File: src/rtl/lpm_pkg.sv
package lpm_pkg;
  localparam int IRQ_W = 3;

  typedef enum logic [2:0] {
    MODE_RUN    = 3'd0,
    MODE_SLEEP  = 3'd1,
    MODE_SWSTBY = 3'd2,
    MODE_HWSTBY = 3'd3,
    MODE_RESET  = 3'd4,
    MODE_SETTLE = 3'd5
  } mode_e;

  // synchronized pin values
  typedef struct packed {
    logic             stbyN;
    logic             nmi;
    logic [IRQ_W-1:0] irq;
  } pins_t;

  // control -> datapath strobes
  typedef struct packed {
    mode_e mode;
    logic  loadSettle;
    logic  clrModStby;
    logic  allowWrite;
  } ctl_t;
endpackage

File: src/rtl/lpm_sync.sv
module lpm_sync #(
  parameter int              WIDTH     = 1,
  parameter int              STAGES    = 2,
  parameter logic [WIDTH-1:0] RESET_VAL = '0
) (
  input  logic             clk,
  input  logic             rstN,
  input  logic [WIDTH-1:0] d,
  output logic [WIDTH-1:0] q
);
  logic [STAGES-1:0][WIDTH-1:0] chain;

  always_ff @(posedge clk or negedge rstN) begin
    if (!rstN) chain <= {STAGES{RESET_VAL}};
    else       chain <= {chain[STAGES-2:0], d};
  end

  assign q = chain[STAGES-1];
endmodule

File: src/rtl/lpm_datapath.sv
module lpm_datapath import lpm_pkg::*; #(
  parameter int NUM_MOD = 6,
  parameter int CNT_W   = 8
) (
  input  logic               clk,
  input  logic               rstPinN,
  input  logic               stbyPinN,
  input  logic               nmiIn,
  input  logic [IRQ_W-1:0]   irqIn,
  input  logic [CNT_W-1:0]   settleCnt,
  input  logic               modStbyWe,
  input  logic [NUM_MOD-1:0] modStbyWd,
  input  ctl_t               ctl,
  output logic               rstSyncN,
  output pins_t              pinSync,
  output logic               settleDone,
  output logic [NUM_MOD-1:0] modStbyQ,
  output logic               cpuClkEn,
  output logic [NUM_MOD-1:0] modClkEn,
  output logic [NUM_MOD-1:0] modRst,
  output logic               refClkEn,
  output logic               refPartRst,
  output logic               refFullRst,
  output logic               sysClkOe,
  output logic               sysClkHigh,
  output logic               portHiZ
);
  localparam int PIN_W = $bits(pins_t);
  localparam logic [PIN_W-1:0] PIN_IDLE = {1'b1, {(PIN_W-1){1'b0}}};
  localparam logic [CNT_W-1:0] CNT_ONE  = CNT_W'(1);

  // reset pin: asynchronous assertion, synchronized release
  lpm_sync #(.WIDTH(1), .STAGES(2), .RESET_VAL(1'b0)) u_rstSync (
    .clk (clk), .rstN(rstPinN), .d(1'b1), .q(rstSyncN)
  );

  logic [PIN_W-1:0] pinRaw, pinQ;
  assign pinRaw = {stbyPinN, nmiIn, irqIn};

  lpm_sync #(.WIDTH(PIN_W), .STAGES(2), .RESET_VAL(PIN_IDLE)) u_pinSync (
    .clk (clk), .rstN(rstSyncN), .d(pinRaw), .q(pinQ)
  );
  assign pinSync = pins_t'(pinQ);

  // settling counter
  logic [CNT_W-1:0] cntQ;
  always_ff @(posedge clk or negedge rstSyncN) begin
    if (!rstSyncN)           cntQ <= '0;
    else if (ctl.loadSettle) cntQ <= (settleCnt == '0) ? CNT_ONE : settleCnt;
    else if (cntQ != '0)     cntQ <= cntQ - CNT_ONE;
  end
  assign settleDone = (cntQ == CNT_ONE);

  // module standby register
  always_ff @(posedge clk or negedge rstSyncN) begin
    if (!rstSyncN)                      modStbyQ <= '0;
    else if (ctl.clrModStby)            modStbyQ <= '0;
    else if (modStbyWe && ctl.allowWrite) modStbyQ <= modStbyWd;
  end

  // output decode
  logic inRun, inSleep, inSw, inSettle, inHw, inRst, modActive;
  assign inRun     = (ctl.mode == MODE_RUN);
  assign inSleep   = (ctl.mode == MODE_SLEEP);
  assign inSw      = (ctl.mode == MODE_SWSTBY);
  assign inSettle  = (ctl.mode == MODE_SETTLE);
  assign inHw      = (ctl.mode == MODE_HWSTBY);
  assign inRst     = (ctl.mode == MODE_RESET);
  assign modActive = inRun | inSleep;

  for (genvar i = 0; i < NUM_MOD; i++) begin : g_mod
    assign modClkEn[i] = modActive & ~modStbyQ[i];
    assign modRst[i]   = ~modActive | modStbyQ[i];
  end

  assign cpuClkEn   = inRun;
  assign refClkEn   = modActive;
  assign refPartRst = inSw | inSettle;
  assign refFullRst = inHw | inRst;
  assign sysClkOe   = ~inHw;
  assign sysClkHigh = inSw;
  assign portHiZ    = inHw;
endmodule

File: src/rtl/lpm_control.sv
module lpm_control import lpm_pkg::*; (
  input  logic  clk,
  input  logic  rstN,
  input  logic  sleepInsn,
  input  logic  ssbySel,
  input  logic  intPend,
  input  pins_t pinSync,
  input  logic  settleDone,
  output ctl_t  ctl
);
  mode_e modeQ, modeNext;
  logic  loadSettle, hardWake;

  assign hardWake = pinSync.nmi | (|pinSync.irq);

  always_comb begin
    modeNext   = modeQ;
    loadSettle = 1'b0;
    if (!pinSync.stbyN) begin
      modeNext = MODE_HWSTBY;
    end else begin
      case (modeQ)
        MODE_RESET:  modeNext = MODE_RUN;
        MODE_RUN:    if (sleepInsn) modeNext = ssbySel ? MODE_SWSTBY : MODE_SLEEP;
        MODE_SLEEP:  if (intPend | hardWake) modeNext = MODE_RUN;
        MODE_SWSTBY: if (hardWake) begin
                       modeNext   = MODE_SETTLE;
                       loadSettle = 1'b1;
                     end
        MODE_SETTLE: if (settleDone) modeNext = MODE_RUN;
        MODE_HWSTBY: modeNext = MODE_RESET;
        default:     modeNext = MODE_RESET;
      endcase
    end
  end

  always_ff @(posedge clk or negedge rstN) begin
    if (!rstN) modeQ <= MODE_RESET;
    else       modeQ <= modeNext;
  end

  assign ctl.mode       = modeQ;
  assign ctl.loadSettle = loadSettle;
  assign ctl.clrModStby = (modeQ == MODE_RESET);
  assign ctl.allowWrite = (modeQ == MODE_RUN);
endmodule

File: src/rtl/lowpower_mode_ctrl.sv
module lowpower_mode_ctrl import lpm_pkg::*; #(
  parameter int NUM_MOD = 6,
  parameter int CNT_W   = 8
) (
  input  logic               clk,
  input  logic               rstPinN,
  input  logic               stbyPinN,
  input  logic               nmiIn,
  input  logic [IRQ_W-1:0]   irqIn,
  input  logic               intPend,
  input  logic               sleepInsn,
  input  logic               ssbySel,
  input  logic [CNT_W-1:0]   settleCnt,
  input  logic               modStbyWe,
  input  logic [NUM_MOD-1:0] modStbyWd,
  output logic               cpuClkEn,
  output logic [NUM_MOD-1:0] modClkEn,
  output logic [NUM_MOD-1:0] modRst,
  output logic               refClkEn,
  output logic               refPartRst,
  output logic               refFullRst,
  output logic               sysClkOe,
  output logic               sysClkHigh,
  output logic               portHiZ,
  output logic [NUM_MOD-1:0] modStbyQ,
  output logic [2:0]         mode
);
  logic  rstSyncN, settleDone;
  pins_t pinSync;
  ctl_t  ctl;

  lpm_datapath #(.NUM_MOD(NUM_MOD), .CNT_W(CNT_W)) u_dp (
    .clk(clk), .rstPinN(rstPinN), .stbyPinN(stbyPinN), .nmiIn(nmiIn),
    .irqIn(irqIn), .settleCnt(settleCnt), .modStbyWe(modStbyWe),
    .modStbyWd(modStbyWd), .ctl(ctl), .rstSyncN(rstSyncN), .pinSync(pinSync),
    .settleDone(settleDone), .modStbyQ(modStbyQ), .cpuClkEn(cpuClkEn),
    .modClkEn(modClkEn), .modRst(modRst), .refClkEn(refClkEn),
    .refPartRst(refPartRst), .refFullRst(refFullRst), .sysClkOe(sysClkOe),
    .sysClkHigh(sysClkHigh), .portHiZ(portHiZ)
  );

  lpm_control u_ctl (
    .clk(clk), .rstN(rstSyncN), .sleepInsn(sleepInsn), .ssbySel(ssbySel),
    .intPend(intPend), .pinSync(pinSync), .settleDone(settleDone), .ctl(ctl)
  );

  assign mode = ctl.mode;
endmodule

File: config.mk
export PLATFORM = sky130hd
export DESIGN_NAME = lowpower_mode_ctrl
export DESIGN_NICKNAME = d
export VERILOG_FILES = /design/src/rtl/lpm_pkg.sv /design/src/rtl/lpm_sync.sv /design/src/rtl/lpm_datapath.sv /design/src/rtl/lpm_control.sv /design/src/rtl/lowpower_mode_ctrl.sv
export SDC_FILE = /design/constraint.sdc
export NUM_CORES = 1
export LEC_CHECK = 0
export BUFFER_PORTS_ARGS = -buffer_cell sky130_fd_sc_hd__buf_2
export CORE_AREA = 10 10 61 73
export CTS_CLUSTER_SIZE = 16
export DETAILED_ROUTE_END_ITERATION = 6
export DIE_AREA = 0 0 71 83
export PLACE_DENSITY_LB_ADDON = 0.08
export SETUP_SLACK_MARGIN = 0.3
export SYNTH_ARGS = -nofsm -noshare
export SYNTH_HDL_FRONTEND = slang
export SYNTH_SLANG_ARGS = --single-unit
File: constraint.sdc
create_clock -name clk -period 1.9 [get_ports clk]
set_input_delay 0.38 -clock clk [delete_from_list [all_inputs] [get_ports clk]]
set_output_delay 0.38 -clock clk [all_outputs]
set_load 0.1 [all_outputs]
==> metrics.cfg <==
[run_status]
status = complete, but fails checks
violations = setup timing

[logic_synthesis]
netlist_area_um2 = 1420
ys_warn_count = 0
synth_area_leaders = dfrtp_1, dfstp_2, nand2_1
ys_seq_elements = 29
ys_types = 38
yosysSeqAreaShare_pct = 51.4
yosysTopAreaCellShare_pct = 45.9
yosys.area.top_type = dfrtp_1
synth_flop_cell = dfrtp_1
synthArstFlopShare_pct = 100
syn_nets = 175
netlist_instances = 148
syn_avg_cell_area_um2 = 9.59
synth_edf_count = 0

[finish]
stdcell_count = 271
layout_common_cells = buf_2, buf_4, buf_12, dfrtp_1, clkinvlp_4
n_fill_cell = 151
nNetsFinal = 261
utilization_pct = 85.9
final_common_cell = buf_2
drive_above_1_share_pct = 64.7
diodes = 0
syn_to_final_growth_pct = 83.2

[die]
ioPinCount = 53
die_w_um = 71
fp.coreArea_um2 = 3030
dieArea_um2 = 5890
start_util_pct = 46.9
rows = 22
die_h_um = 83

[clocking]
cts_tree = built
ctsLongestPathBuffers = 2
clkLatencyLatePin_ps = 340
cts_root_buffer = clkbuf_4
clk_pin_slew_ps = 100
h-tree-depth = 2
numCtsBuffers = 5
numClockSinks = 29

[global_routing]
grt_remaining_overflow = 0
grt_pass1_vias = 1466
grt_usage_pct = 14.0
antenna_found_initial = 0
grt_pass1_wl_mm = 6.90
grt_start_max_net_pins = 28

[critical_path]
worstSetupPathType = flop to primary output
rr_startpoint = u_ctl.modeQ[1]
crit_fanout = 7
worstPathRequired_ps = 1520
endpoint_kind = primary output
worstReg2RegEnd = u_ctl.modeQ[1]
endpoint = modClkEn[1]
startpoint_type = flop
crit_start = u_ctl.modeQ[1]
ff2ff_setup_slack_ps = -160
rr_worst_depth = 6
cp.arrival_ps = 1690

[placed_design]
hpwl_mm = 2.88
port_buffers = 52
dp_cells = 232
place_congestion = 0.867

[route]
ant_nets = 0
vias = 1477
drt-pass1-iter-count = 4
routed_wl_mm = 5.21
avgRoutedWirePerCell_um = 19.2
viasPerCell = 5.45
drcViolationCount = 0
drt_iter0_drc = 110

[min_path]
min_from = stbyPinN
hold_path_class = primary input to flop

[sta]
maxSlewViolCount = 0
hold_viol = 0
setup_viol = 21
rsz0062_at_grt = true
setup_tns_ps = -2090
period_minus_slack_ps = 2070
hold_slack_ps = 135
clock.fmax_mhz = 483
min_period_over_period_pct = 109
fin_worst_skew_ps = 8.62
setup_ws_ps = -171

[pwr]
pwr_density_cell_nw_per_um2 = 1450
ir_worst_vdd_v = 0.00122
p_leak_uw = 0.00111
p_total_uw = 3780

[run]
max-cap-violations = 0

==> layout make-up <==
cell class,count,area (µm²),share of cell area [%]
Tap cell,36,45.0,1.73
Clock buffer,5,37.5,1.44
Inverter,11,71.3,2.74
Sequential cell,29,751,28.9
Timing Repair Buffer,86,856,32.9
Multi-Input combinational cell,101,817,31.4
Clock inverter,3,22.5,0.866
==> critical path, cell delays in order (launching register included) <==
cell	delay, ps
dfrtp_4	540
or3_2	540
clkinvlp_4	110
buf_12	170
==> flip-flops by register name, summed over array words and instances, names as in the netlist <==
signal and count:
u_dp.cntQ 8, u_dp.modStbyQ 6, u_dp.u_pinSync.chain 5, u_dp.u_pinSync.q 5
u_ctl.modeQ 3, u_dp.u_rstSync.chain 1, u_dp.u_rstSync.q 1
==> cell usage after synthesis, types with 2 or more instances <==
cell,instances
clkbuf_1,6
a21oi_1,8
nor2_1,5
mux2i_1,2
dfstp_2,3
xnor2_1,4
inv_1,11
o21ai_0,11
ha_1,2
nand3b_1,2
and3_1,2
dfrtp_1,26
or3_1,7
nor3_1,5
or2_2,2
or4_1,3
nand2_1,17
nor4_1,2
o31ai_1,3
nor2b_1,8
nand2b_1,2
==> where the power goes <==
group          internal [µW]  switching [µW]
Sequential               803             214
Clock                    143             243
Combinational            839            1540
==> cells by family (layout without fill, tap and decap cells) <==
logic type / Yosys count / count (layout) / share of synthesized area [%]
and+or+nand+nor: 61 / 62 / 23.8
muxes: 3 / 3 / 2.20
buffers and inverters: 19 / 105 / 5.38
other: 1 / 1 / 0.264
adders and majority gates: 2 / 2 / 1.76
xor gates and xnor gates: 4 / 4 / 2.47
AOI/OAI and AO/OA: 29 / 29 / 12.7
DFF: 29 / 29 / 51.4
==> metrics by stage <==
stage,worst slack (ps),cell area [µm²]
floorplan,-1360,1530
global placement,113,1990
detailed placement,36.7,1990
CTS,-145,2340
global route,-244,2600
finish,-171,2600
==> how the worst min path moves through the flow <==
| stage | to | slack (ps) | depth (start not counted) |
|---|---|---|---|
| 2_1_floorplan | u_dp.u_rstSync.chain[0] | 80 | 0 |
| 3_3_place_gp | u_dp.u_rstSync.q | 170 | 1 |
| 3_5_place_dp | u_dp.u_rstSync.q | 170 | 1 |
| 4_1_cts | u_dp.u_pinSync.chain[4] | 130 | 1 |
| 5_1_grt | u_dp.u_pinSync.chain[4] | 90 | 1 |
| 6_report | u_dp.u_pinSync.chain[4] | 130 | 1 |
==> timing repair <==
action / in CTS / in global routing
endpoints found under the hold margin: 2 / 0
endpoints found under the setup margin: 32 / 37
resized for setup: 47 / 40
buffers inserted: 17 / 12
pin swaps: 7 / 13
gates cloned: 0 / 1
hold buffers: 1 / 0
==> routing by layer <==
metal  vias to the layer above  GRT usage, %  wire (µm)
met3                        20          5.00        349
met1                       704          15.4       1950
met4                         0          4.75        236
met2                        70          23.8       2680
met5                         -             0          0
li1                        683             -          -
No activity file was read; power rests on OpenSTA's default activity.
